[src/rtl/misr_pkg.sv]
package misr_pkg;

  typedef enum logic {
    INJ_SERIAL   = 1'b0,
    INJ_PARALLEL = 1'b1
  } inject_mode_e;

endpackage

[src/rtl/misr_inject.sv]
module misr_inject
  import misr_pkg::*;
#(
  parameter int W = 16
) (
  input  logic         multi,
  input  logic [W-1:0] data,
  output logic [W-1:0] inj
);

  inject_mode_e mode;
  assign mode = inject_mode_e'(multi);

  // Lane 0 always carries data; the other lanes only in parallel mode.
  for (genvar i = 0; i < W; i++) begin : g_lane
    if (i == 0) begin : g_first
      assign inj[i] = data[i];
    end else begin : g_rest
      assign inj[i] = (mode == INJ_PARALLEL) ? data[i] : 1'b0;
    end
  end

endmodule

[src/rtl/misr_core.sv]
module misr_core #(
  parameter int           W    = 16,
  parameter logic [W-1:0] POLY = 16'h1021
) (
  input  logic         clk,
  input  logic         rst_n,
  input  logic         load,
  input  logic [W-1:0] seed,
  input  logic         step,
  input  logic [W-1:0] inj,
  output logic [W-1:0] state
);

  logic [W-1:0] q;
  logic [W-1:0] nxt;
  logic         fb;

  assign fb = q[W-1];

  // The feedback XOR sits in front of every stage whose tap bit is set.
  for (genvar i = 0; i < W; i++) begin : g_stage
    if (i == 0) begin : g_head
      assign nxt[i] = (POLY[i] & fb) ^ inj[i];
    end else begin : g_body
      assign nxt[i] = q[i-1] ^ (POLY[i] & fb) ^ inj[i];
    end
  end

  always_ff @(posedge clk or negedge rst_n) begin
    if (!rst_n)    q <= '0;
    else if (load) q <= seed;
    else if (step) q <= nxt;
  end

  assign state = q;

endmodule

[src/rtl/misr_cmp.sv]
module misr_cmp #(
  parameter int W = 16
) (
  input  logic [W-1:0] sig,
  input  logic [W-1:0] golden,
  output logic         match
);

  assign match = (sig == golden);

endmodule

[src/rtl/sig_compactor.sv]
module sig_compactor #(
  parameter int           W    = 16,
  parameter logic [W-1:0] POLY = 16'h1021
) (
  input  logic         clk,
  input  logic         rst_n,
  input  logic         load_i,
  input  logic [W-1:0] seed_i,
  input  logic         en_i,
  input  logic         multi_i,
  input  logic [W-1:0] data_i,
  input  logic [W-1:0] golden_i,
  output logic [W-1:0] sig_o,
  output logic         match_o
);

  logic [W-1:0] inj_vec;
  logic         step_evt;

  assign step_evt = en_i & ~load_i;

  misr_inject #(.W(W)) u_inject (
    .multi (multi_i),
    .data  (data_i),
    .inj   (inj_vec)
  );

  misr_core #(.W(W), .POLY(POLY)) u_core (
    .clk   (clk),
    .rst_n (rst_n),
    .load  (load_i),
    .seed  (seed_i),
    .step  (step_evt),
    .inj   (inj_vec),
    .state (sig_o)
  );

  misr_cmp #(.W(W)) u_cmp (
    .sig    (sig_o),
    .golden (golden_i),
    .match  (match_o)
  );

endmodule

[config.mk]
export PLATFORM = sky130hd
export DESIGN_NAME = sig_compactor
export DESIGN_NICKNAME = d
export VERILOG_FILES = /design/src/rtl/misr_pkg.sv /design/src/rtl/misr_inject.sv /design/src/rtl/misr_core.sv /design/src/rtl/misr_cmp.sv /design/src/rtl/sig_compactor.sv
export SDC_FILE = /design/constraint.sdc
export NUM_CORES = 1
export LEC_CHECK = 0
export ABC_AREA = 0
export BUFFER_PORTS_ARGS = -buffer_cell sky130_fd_sc_hd__buf_4
export CORE_ASPECT_RATIO = 1.75
export CORE_MARGIN = 5
export CORE_UTILIZATION = 44
export DETAILED_ROUTE_END_ITERATION = 6
export GPL_TIMING_DRIVEN = 0
export PLACE_DENSITY = 0.8
export REMOVE_ABC_BUFFERS = 1
export SETUP_SLACK_MARGIN = 0.05
export SLEW_MARGIN = 15
export SYNTH_ARGS = -nofsm -noshare
export SYNTH_HDL_FRONTEND = slang
export SYNTH_HIERARCHICAL = 1
export SYNTH_SLANG_ARGS = --single-unit
[constraint.sdc]
create_clock -name clk -period 1.2 [get_ports clk]
set_input_delay 0.24 -clock clk [delete_from_list [all_inputs] [get_ports clk]]
set_output_delay 0.24 -clock clk [all_outputs]
set_load 0.01 [all_outputs]
==> impl_results.md <==
- Post-Synth Adder-Cell Area: 0
- Max transition margin: 0.726
- DP Area: 1730 µm²
- Synthesized cell area: 1230 µm²
- Worst Path Arrival: 1.38 ns
- Failing checks: negative setup slack
- Final Cell Area: 1970 µm²
- Sequential fraction of the synthesis area: 0.325
- CTS tree: yes
- H-tree depth: 1
- DP HPWL: 2.76 mm
- Antenna violations before repair: 0
- Number of global-route vias before repair: 1331
- Antenna Cells: 0
- Final WS setup: -0.425 ns
- TritonCTS Sinks: 16
- Ports: 70
- Post-synth top area share: 0.325
- Synth Area in XOR/XNOR: 0.227
- Multiplexer share of the synthesized area: 0.114
- FF/Latch Area: 404 µm²
- Global route overflow: 0
- Final hold viol count: 0
- Final period utilization: 1.35
- Hold WC Path Type: input port to flop
- #FFs+latches synth: 16
- Routability cong.: 0.793
- Maxcap violations: 0
- Non-Filler Instances: 235
- Die Width: 50.0 µm
- Fill cells: 224
- Total Routing Usage GR: 0.198
- Vias/cell: 5.20
- Syn. warnings: 6
- P&R area growth vs syn: 60.0%
- Placed cell count: 219
- CORE AREA: 2690 µm²
- DR WL/cell: 16.9 µm
- Clock power share: 0.216
- Port bufs: 69
- FMAX: 615 MHz
- Drt pass-1 iters: 2
- Outcome: finished, violations left
- Crit path capture type: primary output
- Internal power: 1290 µW
- CP required: 0.96 ns
- Sequential Power Share: 0.363
- P per Cell Area: 944 nW/µm²
- Synth unique cells: 21
- Remaining DRCs: 0
- WS Path Type: flop to primary output
- Number of flops mapped to enable cells by yosys: 0
- Simple-gate share of the synthesized area: 0.210
- Detailed Route WL: 3.96 mm
- Critical path peak fanout: 2
- DP Worst Slack: -0.420 ns
- Clk buf depth: 2
- Post-synthesis cell count: 131
- Largest family of logic cells by synthesized area: XOR/XNOR gates
- Worst IR Drop VDD: 647 µV
- Reg-to-reg startpoint: u_core/state[10]$_DFFE_PN0P_
- Worst Max-Slew Pin Slew: 0.411 ns
- RSZ-0062 raised after global routing: true
- Reg clk slew, reported paths: 0.06 ns
- First-pass GRT wire length: 6.15 mm
- CTS Root Cell: clkbuf_8
- Initial Util: 0.458
- Util after Layout: 0.733
- Starting DRT DRC Count: 20
- Pleak: 0.000945 µW
- Top FF cell, synth: dfrtp_1
- Proportion of synthesized flip-flops having asynchronous set or reset: 1.00
- Net switching power: 571 µW
- Largest cells by area after synthesis: dfrtp_1 32%, mux2i_1 11%, xnor2_1 11%
- Worst Clk Skew: 0.00584 ns
- Endpoints failing setup: 2
- Cell Rows: 25
- Die area: 4000 µm²
- Post-synth top cells: 16 x dfrtp_1, 16 x xnor2_1, 16 x xor2_1, 14 x mux2i_1, 14 x nand2_1
- Area occupied by multi-input gates: 811 µm²
- Num CTS Buffers: 3
- Total number of vias: 1223
- Cell taking the most area after synthesis: dfrtp_1
- Final ANT Viol Nets: 0
- Crit path launch type: flop
- Switching share of power: 0.307
- Die H: 80.0 µm
- Pin count of the biggest net entering global routing: 39
- Worst skew pair latency: 0.25 ns
- Compound-cell area share of the yosys netlist: 0.0772
- Hold Crit Start: seed_i[14]
- Combinational share of power: 0.421
- Post-layout min period: 1.62 ns
- Max Slew Vio Count: 0
- Fraction of layout cells with a size suffix above 1: 0.495
- Max reg flops: 16
- Final net count: 263
- Crit. Startpoint: u_core/state[3]$_DFFE_PN0P_
- Average cell area after synthesis: 9.41 µm²
power by group through the flow:
| stage | clock network [µW] | logic [µW] | registers (µW) |
|---|---|---|---|
| 2_1_floorplan | 0 | 267 | 716 |
| 3_3_place_gp | 0 | 587 | 700 |
| 4_1_cts | 405 | 759 | 673 |
| 3_5_place_dp | 0 | 606 | 705 |
| 5_1_grt | 429 | 841 | 683 |
| 6_report | 402 | 784 | 675 |
critical path, cell delays in order (launching register included):
cell	delay, ns
dfrtp_2	0.42
xnor2_2	0.15
nand4_1	0.13
nor4_2	0.28
buf_4	0.16
metal layers:
| metal | wire (µm) | GRT usage |
|---|---|---|
| met5 | 0 | 0 |
| met4 | 102 | 0.0787 |
| met2 | 2310 | 0.368 |
| met1 | 1340 | 0.200 |
| met3 | 211 | 0.0542 |
final cells by class:
class	count	share of cell area
Multi-Input combinational cell	108	0.411
Timing Repair Buffer	81	0.346
Clock buffer	3	0.0209
Tap cell	27	0.0171
Sequential cell	16	0.205
stage by stage:
step	setup TNS [ns]	power, µW	hold WS, ns
5_1_grt	-0.512	1950	0.197
2_1_floorplan	-0.142	983	-0.0556
6_report	-0.426	1860	0.197
3_3_place_gp	-5.30	1290	0.112
3_5_place_dp	-5.78	1310	0.112
4_1_cts	-0.418	1840	0.197
path summary, 6_finish.rpt:
kind,slack (ns),end,depth (start not counted)
worst max register to register,0.13,u_core/state[11]$_DFFE_PN0P_,4
min in group asynchronous,0.40,u_core/state[11]$_DFFE_PN0P_,2
max in group asynchronous,0.60,u_core/state[15]$_DFFE_PN0P_,2
worst min register to register,0.66,u_core/state[14]$_DFFE_PN0P_,2
worst max-delay path,-0.42,match_o,4
worst min-delay path,0.20,u_core/state[14]$_DFFE_PN0P_,3
placed cells by master, fill, tap and decap left out:
cell,Yosys,final
dfrtp_1,16,13
nand2_1,14,14
mux2i_1,14,14
clkbuf_8,0,3
nand3_1,2,2
nor2b_4,1,2
nand3b_1,2,2
xor2_1,16,16
xnor2_1,16,13
nor4_2,1,1
dlygate4sd3_1,0,1
buf_4,2,61
nor3b_1,2,2
o21ai_0,4,4
nor2_1,2,2
o21ai_1,10,10
xnor2_2,0,3
nand4_1,4,4
a21oi_1,2,2
and2_2,11,11
and2_1,4,4
dfrtp_2,0,3
o211ai_1,2,2
buf_6,2,19
cell families after synthesis:
family / Yosys count
AND/OR/NAND/NOR: 43
XOR/XNOR: 32
AO/OA/AOI/OAI: 18
flip-flops: 16
multiplexers: 14
buffers and inverters: 8
timing repair:
| item | in CTS | in global routing |
|---|---|---|
| endpoints found under the hold margin | 16 | 0 |
| hold buffers | 1 | 0 |
| buffers inserted | 10 | 2 |
| setup endpoints to repair | 18 | 12 |
| pin swaps | 5 | 1 |
| gates resized for setup | 21 | 6 |
| gates cloned | 1 | 0 |
(Power assumes the default switching activity.)
